## src/rtl/useq_pkg.sv

```systemverilog
// Shared widths, the microinstruction record and field encodings for the
// microprogram sequencer. Assumes a 16-bit instruction word with the opcode
// in the top bits.
package useq_pkg;
    parameter int UAW     = 9;   // microaddress width
    parameter int IRW     = 16;  // instruction register width
    parameter int OPW     = 5;   // opcode width
    parameter int OP_LSB  = 11;  // opcode position
    parameter int MODE_LSB = 9;  // source mode field position (2 bits)
    parameter int IND_BIT = 8;   // indirect flag position
    parameter int RW      = 4;   // register select width
    parameter int SRC_LSB = 4;   // source register field position
    parameter int DST_LSB = 0;   // destination register field position
    localparam int NREG   = 1 << RW;
    localparam int SLOTB  = UAW - OPW - 1; // low zero bits of an entry address

    typedef enum logic [1:0] {
        COND_ALWAYS = 2'b00,
        COND_NEG    = 2'b01,
        COND_ZERO   = 2'b10,
        COND_EXT    = 2'b11
    } cond_sel_e;

    typedef enum logic [1:0] {
        ORM_NONE   = 2'b00,
        ORM_DIRECT = 2'b01,
        ORM_MODE   = 2'b10,
        ORM_BOTH   = 2'b11
    } or_sel_e;

    typedef struct packed {
        logic            end_op;
        logic            wait_mem;
        logic            branch;
        cond_sel_e       cond_sel;
        or_sel_e         or_sel;
        logic [UAW-1:0]  target;
        logic            reg_en;
        logic            reg_dst;
    } uinstr_t;
endpackage

```

## src/rtl/useq_store.sv

```systemverilog
// Built-in test control store: maps a microaddress to its sequencing and
// register-gating fields. Purely combinational; rows not listed step by one.
module useq_store
    import useq_pkg::*;
(
    input  logic [UAW-1:0] addr,
    output uinstr_t        uw
);
    // Row lookup
    always_comb begin
        uw = '0;
        uw.cond_sel = COND_ALWAYS;
        uw.or_sel   = ORM_NONE;
        if (addr >= UAW'(9'o100) && addr <= UAW'(9'o137)) uw.end_op = 1'b1;
        case (addr)
            UAW'(9'o001): uw.wait_mem = 1'b1;
            UAW'(9'o003): uw.end_op   = 1'b1;
            UAW'(9'o010): begin
                uw.branch = 1'b1; uw.target = UAW'(9'o170); uw.or_sel = ORM_DIRECT;
            end
            UAW'(9'o171): uw.end_op = 1'b1;
            UAW'(9'o020): begin
                uw.branch = 1'b1; uw.cond_sel = COND_NEG; uw.target = UAW'(9'o100);
            end
            UAW'(9'o021): uw.end_op = 1'b1;
            UAW'(9'o030): begin
                uw.branch = 1'b1; uw.cond_sel = COND_ZERO;
                uw.target = UAW'(9'o104); uw.or_sel = ORM_MODE;
            end
            UAW'(9'o031): uw.end_op = 1'b1;
            UAW'(9'o040): begin
                uw.branch = 1'b1; uw.cond_sel = COND_EXT;
                uw.target = UAW'(9'o120); uw.or_sel = ORM_BOTH;
            end
            UAW'(9'o041): uw.end_op = 1'b1;
            UAW'(9'o050): begin
                uw.wait_mem = 1'b1; uw.branch = 1'b1; uw.target = UAW'(9'o130);
            end
            UAW'(9'o060): uw.reg_en = 1'b1;
            UAW'(9'o061): begin
                uw.reg_en = 1'b1; uw.reg_dst = 1'b1;
            end
            UAW'(9'o062): uw.end_op = 1'b1;
            default: ;
        endcase
    end
endmodule

```

## src/rtl/useq_start_gen.sv

```systemverilog
// Starting-address generator: turns the opcode of an incoming instruction
// into its microroutine entry (opcode times 2**SLOTB). Assumes every opcode
// owns an aligned block of rows.
module useq_start_gen
    import useq_pkg::*;
(
    input  logic [IRW-1:0] ir_word,
    output logic [UAW-1:0] start_addr
);
    // Entry address from opcode
    always_comb begin
        start_addr = {1'b0, ir_word[OP_LSB +: OPW], {SLOTB{1'b0}}};
    end
endmodule

```

## src/rtl/useq_next.sv

```systemverilog
// Next-address selection: wait freeze, then new instruction, then end,
// then taken branch (with mode bits ORed into the target), else increment.
// Assumes the stored instruction register holds the current instruction.
module useq_next
    import useq_pkg::*;
(
    input  logic [UAW-1:0] upc,
    input  uinstr_t        uw,
    input  logic           ir_load,
    input  logic [UAW-1:0] start_addr,
    input  logic [IRW-1:0] ir_q,
    input  logic           flag_n,
    input  logic           flag_z,
    input  logic           ext_cond,
    input  logic           mfc,
    output logic [UAW-1:0] upc_nxt
);
    logic           cond_ok;
    logic [UAW-1:0] or_bits;
    logic           direct;
    logic [1:0]     mode;

    // Condition multiplexer
    always_comb begin
        unique case (uw.cond_sel)
            COND_ALWAYS: cond_ok = 1'b1;
            COND_NEG:    cond_ok = flag_n;
            COND_ZERO:   cond_ok = flag_z;
            default:     cond_ok = ext_cond;
        endcase
    end

    // Mode bits to OR into a branch target
    always_comb begin
        direct = ~ir_q[IND_BIT];
        mode   = ir_q[MODE_LSB +: 2];
        unique case (uw.or_sel)
            ORM_NONE:   or_bits = '0;
            ORM_DIRECT: or_bits = {{(UAW-1){1'b0}}, direct};
            ORM_MODE:   or_bits = {{(UAW-2){1'b0}}, mode};
            default:    or_bits = {{(UAW-3){1'b0}}, mode, direct};
        endcase
    end

    // Priority selection of the next microaddress
    always_comb begin
        if (uw.wait_mem && !mfc)        upc_nxt = upc;
        else if (ir_load)               upc_nxt = start_addr;
        else if (uw.end_op)             upc_nxt = '0;
        else if (uw.branch && cond_ok)  upc_nxt = uw.target | or_bits;
        else                            upc_nxt = upc + UAW'(1);
    end
endmodule

```

## src/rtl/useq_reg_dec.sv

```systemverilog
// Two-stage register gating: the control word picks the source or
// destination field of the instruction register, then that field is
// decoded to one-hot enables. All zero when the row gates nothing.
module useq_reg_dec
    import useq_pkg::*;
(
    input  logic           reg_en,
    input  logic           reg_dst,
    input  logic [IRW-1:0] ir_q,
    output logic [NREG-1:0] reg_gate
);
    logic [RW-1:0] sel;

    // Stage one: field choice
    always_comb begin
        sel = reg_dst ? ir_q[DST_LSB +: RW] : ir_q[SRC_LSB +: RW];
    end

    // Stage two: one line per register
    for (genvar g = 0; g < NREG; g++) begin : g_line
        assign reg_gate[g] = reg_en && (sel == RW'(g));
    end
endmodule

```

## src/rtl/useq_top.sv

```systemverilog
// Microprogram sequencer top: microprogram counter and instruction register
// around the control store, start generator, next-address logic and register
// decoder. Synchronous active-low reset returns to the fetch routine at 000.
module useq_top
    import useq_pkg::*;
(
    input  logic            clk,
    input  logic            rst_n,
    input  logic            ir_load,
    input  logic [15:0]     ir_word,
    input  logic            flag_n,
    input  logic            flag_z,
    input  logic            ext_cond,
    input  logic            mfc,
    output logic [8:0]      upc,
    output logic            uop_end,
    output logic            uop_wait,
    output logic [15:0]     reg_gate
);
    logic [UAW-1:0] upc_q;
    logic [UAW-1:0] upc_nxt;
    logic [UAW-1:0] start_addr;
    logic [IRW-1:0] ir_q;
    uinstr_t        uw;

    useq_store u_store (.addr(upc_q), .uw(uw));

    useq_start_gen u_start (.ir_word(ir_word), .start_addr(start_addr));

    useq_next u_next (
        .upc(upc_q), .uw(uw), .ir_load(ir_load), .start_addr(start_addr),
        .ir_q(ir_q), .flag_n(flag_n), .flag_z(flag_z), .ext_cond(ext_cond),
        .mfc(mfc), .upc_nxt(upc_nxt)
    );

    useq_reg_dec u_rdec (
        .reg_en(uw.reg_en), .reg_dst(uw.reg_dst), .ir_q(ir_q), .reg_gate(reg_gate)
    );

    // Microprogram counter
    always_ff @(posedge clk) begin
        if (!rst_n) upc_q <= '0;
        else        upc_q <= upc_nxt;
    end

    // Instruction register capture
    always_ff @(posedge clk) begin
        if (!rst_n)       ir_q <= '0;
        else if (ir_load) ir_q <= ir_word;
    end

    assign upc      = upc_q;
    assign uop_end  = uw.end_op;
    assign uop_wait = uw.wait_mem;
endmodule

```

## config.mk

```make
export PLATFORM = sky130hd
export DESIGN_NAME = useq_top
export DESIGN_NICKNAME = d
export VERILOG_FILES = /design/src/rtl/useq_pkg.sv /design/src/rtl/useq_store.sv /design/src/rtl/useq_start_gen.sv /design/src/rtl/useq_next.sv /design/src/rtl/useq_reg_dec.sv /design/src/rtl/useq_top.sv
export SDC_FILE = /design/constraint.sdc
export NUM_CORES = 1
export LEC_CHECK = 0
export BUFFER_PORTS_ARGS = -buffer_cell sky130_fd_sc_hd__buf_2
export CAP_MARGIN = 20
export CORE_MARGIN = 2
export CORE_UTILIZATION = 46
export CTS_BUF_LIST = sky130_fd_sc_hd__clkbuf_8 sky130_fd_sc_hd__clkbuf_16
export DETAILED_ROUTE_END_ITERATION = 7
export PLACE_DENSITY = 0.76
export RECOVER_POWER = 100
export SETUP_SLACK_MARGIN = 0.05
export SLEW_MARGIN = 40
export SYNTH_ARGS = -nofsm -noshare
export SYNTH_HDL_FRONTEND = slang
export SYNTH_SLANG_ARGS = --single-unit
```

## constraint.sdc

```tcl
create_clock -name clk -period 2.27 [get_ports clk]
set_input_delay 0.227 -clock clk [delete_from_list [all_inputs] [get_ports clk]]
set_output_delay 0.227 -clock clk [all_outputs]
set_load 0.01 [all_outputs]
```

==> impl_metrics.py, run 1 <==
metrics = {
    "yosys": {
        "synth_top_area_share_pct": 24.7,
        "async_reset_ff_share_pct": 0,
        "yosysSeqAreaShare_pct": 24.7,
        "synth_flop_cell": "dfxtp_1",
        "synth_top_cell_by_area": "dfxtp_1",
        "synth_cell_types": 53,
        "ys_ff_latch": 20,
        "synth_area_leaders": "dfxtp_1 (25%), mux2i_1 (8.6%), nor3_1 (4.9%)",
        "yosysWarnings": 0,
        "synth_cells": 201,
        "syn_nets": 228,
        "synth_edf_count": 0,
        "syn_area_um2": 1620,
        "syn_area_per_cell_um2": 8.07,
    },
    "detailed_routing": {
        "first_iter_violations": 196,
        "ant_nets": 0,
        "drcViolationCount": 0,
        "wire_per_inst_um": 16.1,
        "routed_wl_um": 5270,
        "dr.pass1.iters": 5,
        "vias": 1892,
        "via_per_inst": 5.79,
    },
    "grt": {
        "antenna_found_initial": 0,
        "grt_first_pass_wirelength_um": 8480,
        "grt_max_degree": 18,
        "grt_pass1_vias": 1723,
        "grtUsageTotal_pct": 26.4,
        "grt-ovfl-total": 0,
    },
    "worst_hold_path": {
        "hold_path_class": "in2reg",
    },
    "timing": {
        "drv_slew": 0,
        "grt_setup_unrepaired": "yes",
        "max_slew_margin_pct": 28.3,
        "final_hold_viol_count": 0,
        "setup-violations-final": 23,
        "fmax_ghz": 0.405,
        "tightest_slew_ns": 1.08,
        "setup_ws_ns": -0.197,
        "min_period_over_period_pct": 109,
        "finClkSkew_ns": 0.00473,
        "fin_crit_ns": 2.47,
    },
    "setup_path": {
        "critPathRequiredTime_ns": 2.04,
        "critical_path_class": "reg2out",
        "cp_max_fo": 14,
        "worst_setup_path_end_kind": "output port",
        "startpoint_type": "register",
        "crit_arrival_ns": 2.24,
    },
    "layout": {
        "final_area_um2": 2440,
        "seq_area_um2": 408,
        "drive_gt1_share_pct": 47.0,
        "n_fill_cell": 255,
        "multi_input_area_um2": 1290,
        "area_growth_syn_to_layout_pct": 50.7,
        "nets": 309,
        "antenna_cells": 0,
    },
    "clock_tree": {
        "cts_tree": "built",
        "cts_root_buf": "clkbuf_8",
        "htreeDepth": 1,
        "hold_buffers": 0,
        "clkTransAtPathRegs_ns": 0.08,
        "clock_sinks": 20,
        "clock_latency_ns": 0.26,
        "clockBufferDepth": 2,
        "cts_buffers": 3,
    },
    "die": {
        "fp.dieW_um": 63.4,
        "start_util_pct": 48.2,
        "rows": 21,
        "core_um2": 3360,
        "die_h_um": 63.4,
        "num_io_pins": 50,
        "die_area_um2": 4020,
    },
    "placement": {
        "pre_cts_slack_ns": -0.00375,
        "portBuffers": 49,
        "dp_hpwl_um": 3780,
        "place_area_um2": 2200,
        "place_congestion": 0.954,
    },
    "status": {
        "status": "complete, but fails checks",
        "violations": "negative setup slack",
    },
    "power_and_ir_drop": {
        "p_per_area_nw_per_um2": 564,
        "p_leak_nw": 1.06,
        "peakVddDrop_v": 0.000441,
    },
    "job": {
        "max-cap-violations": 0,
    },
}
critical path: stages (launching register included):
cell	delay (ns)
dfxtp_4	0.35
inv_4	0.05
ha_4	0.11
or3b_4	0.39
nor4_4	0.22
buf_12	0.18
nand3b_1	0.08
a21o_1	0.24
nor2_1	0.17
buf_2	0.16
synth_stat cells, drive strengths merged (3+ instances only):
cell and n:
o211ai 3, nor3b 5, a21oi 4, nor2 20, xnor2 8, clkbuf 4, nor3 16, a31oi 7
nor2b 12, or3 3, inv 8, and3 5, ha 4, nand2 14, a211oi 3, dfxtp 20
mux2i 14, nand3 6, buf 9
cell families after synthesis:
group	synth area share (%)
and+or+nand+nor	33.5
AOI/OAI and AO/OA	19.1
buffers and inverters	6.17
DFF	24.7
muxes	8.64
xor gates and xnor gates	4.86
adders and majority gates	3.09
worst paths after layout:
kind / start / to / slack (ns) / cells past startpoint
max: upc[1]$_SDFFE_PN0N_ / reg_gate[6] / -0.20 / 9
max reg2reg: upc[0]$_SDFFE_PN0N_ / upc[1]$_SDFFE_PN0N_ / -0.11 / 9
min: ir_word[6] / ir_q[6]$_SDFFE_PN0P_ / 0.22 / 3
min reg2reg: ir_q[8]$_SDFFE_PN0P_ / ir_q[8]$_SDFFE_PN0P_ / 0.55 / 2
layer usage:
| metal | part of all wire, % | vias up | global-route usage, % |
|---|---|---|---|
| li1 | - | 893 | - |
| met1 | 43 | 883 | 35.6 |
| met2 | 48 | 102 | 43.8 |
| met3 | 7.8 | 14 | 4.64 |
| met4 | 1.7 | 0 | 6.25 |
| met5 | 0 | - | 0 |
sequential cells by signal, indices dropped and copies added (netlist names):
signal	flops
ir_q	11
upc	9
layout by cell type, fill, tap and decap left out, drive strengths merged, types with 5 or more instances in the layout:
master | netlist | routed
xnor2 | 8 | 8
nor2b | 12 | 12
buf | 9 | 87
inv | 8 | 8
mux2i | 14 | 14
a31oi | 7 | 7
dfxtp | 20 | 20
and3 | 5 | 5
nor3 | 16 | 16
nand2 | 14 | 14
clkbuf | 4 | 5
nor3b | 5 | 5
nand3 | 6 | 6
nor2 | 20 | 20
metrics by stage:
step	power, mW	utilization, %	std cells	hold slack, ns	setup TNS [ns]
2_1_floorplan	0.734	-	201	0.355	0
3_5_place_dp	0.925	65.5	315	0.492	-0.00386
4_1_cts	1.32	70.5	325	0.217	-1.55
6_report	1.38	72.7	327	0.219	-2.36
5_1_grt	1.45	72.7	327	0.220	-4.40
3_3_place_gp	0.918	65.5	315	0.485	0
what timing repair did:
action                                  CTS  global route
pin swaps                                 9             6
gates cloned                              0             0
setup buffers                             6             2
gates resized for setup                  11            12
endpoints found under the setup margin   19            25
where the power goes:
part / total, mW / internal [mW] / switching (mW)
registers: 0.419 / 0.380 / 0.0393
clock network: 0.357 / 0.235 / 0.121
logic: 0.602 / 0.300 / 0.302
final cells by class:
| cell class | count | share of cell area [%] |
|---|---|---|
| sequential | 20 | 16.7 |
| timing repair buffer | 89 | 23.9 |
| inverter | 8 | 1.33 |
| clock buffer | 3 | 1.69 |
| clock inverter | 1 | 1.23 |
| multi-input combinational | 160 | 52.8 |
| tap | 46 | 2.36 |
No activity file was read; power rests on OpenSTA's default activity.
==> run 2: changes to the inputs <==
SETUP_SLACK_MARGIN = default   (was 0.05)
==> impl_metrics.py, run 2 (synthesis gave the netlist of run 1 again) <==
metrics = {
    "timing": {
        "tightest_slew_ns": 1.10,
        "setup_ws_ns": -0.212,
        "max_slew_margin_pct": 27.0,
        "final_hold_viol_count": 0,
        "finClkSkew_ns": 0.00520,
        "setup-violations-final": 24,
        "fin_crit_ns": 2.48,
        "min_period_over_period_pct": 109,
        "grt_setup_unrepaired": "yes",
        "fmax_ghz": 0.403,
        "drv_slew": 0,
    },
    "setup_path": {
        "crit_chain": "inv_2, ha_4, or3b_4, nor4_4, buf_6, nor3b_2, a31oi_1, buf_4, nor3_4, buf_2",
        "reg2reg_slack_ns": -0.10,
        "path_depth": 10,
        "cp_max_fo": 8,
        "critical_path_class": "reg2out",
        "crit_path_end": "reg_gate[14]",
        "critPathMaxStageDelay_ns": 0.39,
        "worst_setup_path_end_kind": "output port",
        "crit_buf_inv": 4,
        "crit_arrival_ns": 2.25,
        "crit_slowest_cell": "or3b_4",
        "r2r-end": "upc[3]$_SDFFE_PN0N_",
        "reg2reg_depth": 11,
        "rr_startpoint": "upc[1]$_SDFFE_PN0N_",
        "crit_start": "upc[1]$_SDFFE_PN0N_",
        "startpoint_type": "register",
        "cp_top_family": "simple AND/OR/NAND/NOR gates",
        "critPathRequiredTime_ns": 2.04,
    },
    "die": {
        "core_um2": 3360,
        "fp.dieW_um": 63.4,
        "die_h_um": 63.4,
        "start_util_pct": 48.2,
        "rows": 21,
        "num_io_pins": 50,
        "die_area_um2": 4020,
    },
    "layout": {
        "top_register": "ir_q",
        "drive_gt1_share_pct": 53.7,
        "n_fill_cell": 234,
        "layout_common_cells": "buf_2 (47), buf_4 (34), dfxtp_1 (17)",
        "layout_commonest_cell": "buf_2",
        "antenna_cells": 0,
        "nets": 313,
        "fin_util_pct": 76.5,
        "area_growth_syn_to_layout_pct": 58.7,
        "largest_register_ff_count": 11,
    },
    "detailed_routing": {
        "dr.pass1.iters": 5,
        "drcViolationCount": 0,
        "ant_nets": 0,
        "first_iter_violations": 135,
        "vias": 2015,
        "via_per_inst": 6.09,
        "wire_per_inst_um": 17.5,
        "routed_wl_um": 5790,
    },
    "placement": {
        "portBuffers": 49,
        "place_congestion": 0.951,
        "dp_hpwl_um": 3700,
        "pre_cts_slack_ns": -0.0337,
    },
    "clock_tree": {
        "clock_latency_ns": 0.26,
        "clockBufferDepth": 2,
        "hold_buffers": 0,
        "clkTransAtPathRegs_ns": 0.07,
        "cts_buffers": 3,
        "clock_sinks": 20,
        "cts_root_buf": "clkbuf_8",
        "cts_tree": "built",
        "htreeDepth": 1,
    },
    "power_and_ir_drop": {
        "peakVddDrop_v": 0.000537,
        "p_per_area_nw_per_um2": 566,
        "p_leak_nw": 1.12,
    },
    "grt": {
        "grt-ovfl-total": 0,
        "grt_max_degree": 18,
        "antenna_found_initial": 0,
        "grt_pass1_vias": 1793,
        "grt_first_pass_wirelength_um": 8670,
        "grtUsageTotal_pct": 27.3,
    },
    "status": {
        "status": "complete, but fails checks",
        "violations": "negative setup slack",
    },
    "worst_hold_path": {
        "hold_path_class": "in2reg",
        "min_from": "ir_word[8]",
    },
    "job": {
        "max-cap-violations": 0,
    },
}
## run 2: cell types whose count changed in the layout (fill, tap and decap cells not counted), sizes merged
cell and change:
buf +4
## run 2: through the flow
step	hold WS, ns	TNS [ns]	std cells	cell area [um^2]	power [mW]
after floorplan	0.355	0	201	1710	0.731
after global placement	0.485	0	310	2150	0.908
after detailed placement	0.492	-0.136	310	2150	0.916
after CTS	0.215	-2.33	327	2420	1.34
after global routing	0.222	-5.12	331	2570	1.50
final	0.222	-3.28	331	2570	1.46
## run 2: metal layers
layer  up-vias  routed length (um)  track usage (%)
li1        910                   -                -
met1       941                2140             35.1
met2       136                2830             45.5
met3        28                 563             5.36
met4         0                 255             8.97
met5         -                   0                0
## run 2: timing repair
action                                  in CTS  in global routing
pin swaps                                   21                 12
resized for setup                           20                 32
endpoints found under the setup margin      20                 25
cloned                                       1                  0
setup buffers                               12                  6
## run 2: layout make-up
type | count | area, um^2 | share of cell area [%]
Clock buffer | 3 | 41.3 | 1.60
Clock inverter | 1 | 30.0 | 1.17
Inverter | 8 | 32.5 | 1.26
Multi-Input combinational cell | 160 | 1370 | 53.4
Sequential cell | 20 | 407 | 15.8
Tap cell | 46 | 57.6 | 2.24
Timing Repair Buffer | 93 | 632 | 24.6
## run 2: power by group
part / internal (mW) / total [mW] / switching [mW]
Sequential: 0.381 / 0.423 / 0.0418
Clock: 0.235 / 0.359 / 0.124
Combinational: 0.343 / 0.673 / 0.331
## run 2: worst register-to-register path: stages, from the launching register on
cell and delay (ns):
dfxtp_2 0.33, inv_2 0.07, ha_4 0.12, or3b_4 0.39
buf_4 0.15, or3_4 0.37, a41oi_2 0.24, buf_4 0.15
buf_4 0.10, buf_4 0.10, a31oi_2 0.09, and3_1 0.16
## run 2: worst min path at each step
stage                           end  slack (ns)  cells after the start
3_3_place_gp   ir_q[5]$_SDFFE_PN0P_        0.48                      3
2_1_floorplan  ir_q[0]$_SDFFE_PN0P_        0.36                      1
4_1_cts         upc[4]$_SDFFE_PN0N_        0.22                      3
5_1_grt         upc[4]$_SDFFE_PN0N_        0.22                      3
3_5_place_dp   ir_q[8]$_SDFFE_PN0P_        0.49                      3
6_report       ir_q[8]$_SDFFE_PN0P_        0.22                      3
==> run 3: changes to the inputs <==
CORE_ASPECT_RATIO = 1.2   (was default)
==> impl_metrics.py, run 3 (synthesis gave the netlist of run 1 again) <==
metrics = {
    "clock_tree": {
        "cts_root_buf": "clkbuf_8",
        "cts_tree": "built",
        "clockBufferDepth": 2,
        "hold_buffers": 0,
        "cts_buffers": 3,
        "clkTransAtPathRegs_ns": 0.07,
        "clock_sinks": 20,
        "clock_latency_ns": 0.27,
        "htreeDepth": 1,
    },
    "layout": {
        "fin_util_pct": 68.6,
        "layout_commonest_cell": "buf_2",
        "layout_common_cells": "buf_2 (46), buf_4 (26), nor2_1 (18), dfxtp_1 (18), nand2_1 (14)",
        "antenna_cells": 0,
        "area_growth_syn_to_layout_pct": 42.4,
        "nets": 302,
        "drive_gt1_share_pct": 43.8,
        "top_register": "ir_q",
        "largest_register_ff_count": 11,
    },
    "die": {
        "fp.dieW_um": 58.2,
        "die_area_um2": 4020,
        "core_um2": 3370,
        "start_util_pct": 48.2,
        "num_io_pins": 50,
        "die_h_um": 69.0,
        "rows": 23,
    },
    "detailed_routing": {
        "wl_met1_um": 1930,
        "wl_met2_um": 2720,
        "vias": 1850,
        "via_per_inst": 5.95,
        "dr.pass1.iters": 5,
        "top_layer": "met4",
        "drcViolationCount": 0,
        "ant_nets": 0,
        "first_iter_violations": 98,
        "wire_per_inst_um": 16.3,
        "routed_wl_um": 5080,
        "wl_met3_um": 258,
    },
    "setup_path": {
        "critPathRequiredTime_ns": 2.04,
        "crit_arrival_ns": 2.20,
        "cp_max_fo": 15,
        "critical_path_class": "reg2out",
        "startpoint_type": "register",
        "reg2reg_depth": 7,
        "worst_setup_path_end_kind": "output port",
    },
    "timing": {
        "finClkSkew_ns": 0.00261,
        "fmax_ghz": 0.413,
        "grt_setup_unrepaired": "yes",
        "final_hold_viol_count": 0,
        "fin_crit_ns": 2.42,
        "drv_slew": 0,
        "setup-tns-final_ns": -1.26,
        "setup-violations-final": 20,
        "min_period_over_period_pct": 107,
        "tightest_slew_ns": 1.07,
        "max_slew_margin_pct": 28.6,
        "setup_ws_ns": -0.152,
    },
    "grt": {
        "grt-ovfl-total": 0,
        "grt_max_degree": 18,
        "antenna_found_initial": 0,
        "grtUsageTotal_pct": 26.5,
        "grt_first_pass_wirelength_um": 8400,
        "grt_pass1_vias": 1746,
    },
    "status": {
        "status": "complete, but fails checks",
        "violations": "negative setup slack",
    },
    "power_and_ir_drop": {
        "p_leak_nw": 0.995,
        "p_per_area_nw_per_um2": 536,
        "peakVddDrop_v": 0.000377,
    },
    "placement": {
        "portBuffers": 49,
        "place_congestion": 0.930,
        "dp_hpwl_um": 3790,
    },
    "worst_hold_path": {
        "hold_path_class": "in2reg",
        "hold_depth": 3,
    },
    "job": {
        "max-cap-violations": 0,
    },
}
run 3: worst paths after layout:
path | slack (ns) | endpoint | startpoint
max | -0.15 | uop_end | upc[5]$_SDFFE_PN0N_
min reg2reg | 0.55 | ir_q[8]$_SDFFE_PN0P_ | ir_q[8]$_SDFFE_PN0P_
min | 0.21 | upc[4]$_SDFFE_PN0N_ | ir_word[12]
max reg2reg | -0.10 | upc[4]$_SDFFE_PN0N_ | upc[5]$_SDFFE_PN0N_
run 3: through the flow:
step	cell area [um^2]	setup WS, ns	power (mW)	hold WS (ns)	std cells
final	2310	-0.152	1.24	0.214	311
after CTS	2300	-0.0980	1.23	0.207	308
after floorplan	1710	0.0212	0.731	0.355	201
after global routing	2310	-0.250	1.30	0.215	311
after detailed placement	2140	-0.0182	0.914	0.489	301
after global placement	2140	0.00459	0.905	0.483	301
run 3: critical path, stage by stage (launching register included):
cell and delay [ns]:
dfxtp_1 0.39, clkbuf_1 0.52, xnor2_1 0.21, or3_4 0.37, a41oi_4 0.26, buf_2 0.18
run 3: final cells by class:
class / count / area [um^2]
tap: 37 / 46.3
inverter: 8 / 30.0
multi-input combinational: 160 / 1290
clock buffer: 4 / 55.1
fill: 279 / 1060
timing repair buffer: 82 / 478
sequential: 20 / 405
run 3: routing by layer:
layer	vias to the layer above	track usage (%)
met5	-	0
met4	0	13.4
met3	26	3.38
met2	86	47.6
met1	861	29.4
li1	877	-
run 3: timing repair:
action                     4_1_cts  5_1_grt
pin swaps                       11        6
setup endpoints to repair       19       21
setup buffers                    3        4
resized for setup               17        7
cloned                           1        0
run 3: power breakdown:
part	leakage (nW)	switching, mW	internal [mW]
registers	0.166	0.0404	0.381
clock network	0.0288	0.124	0.155
logic	0.800	0.281	0.256
total	0.995	0.445	0.791
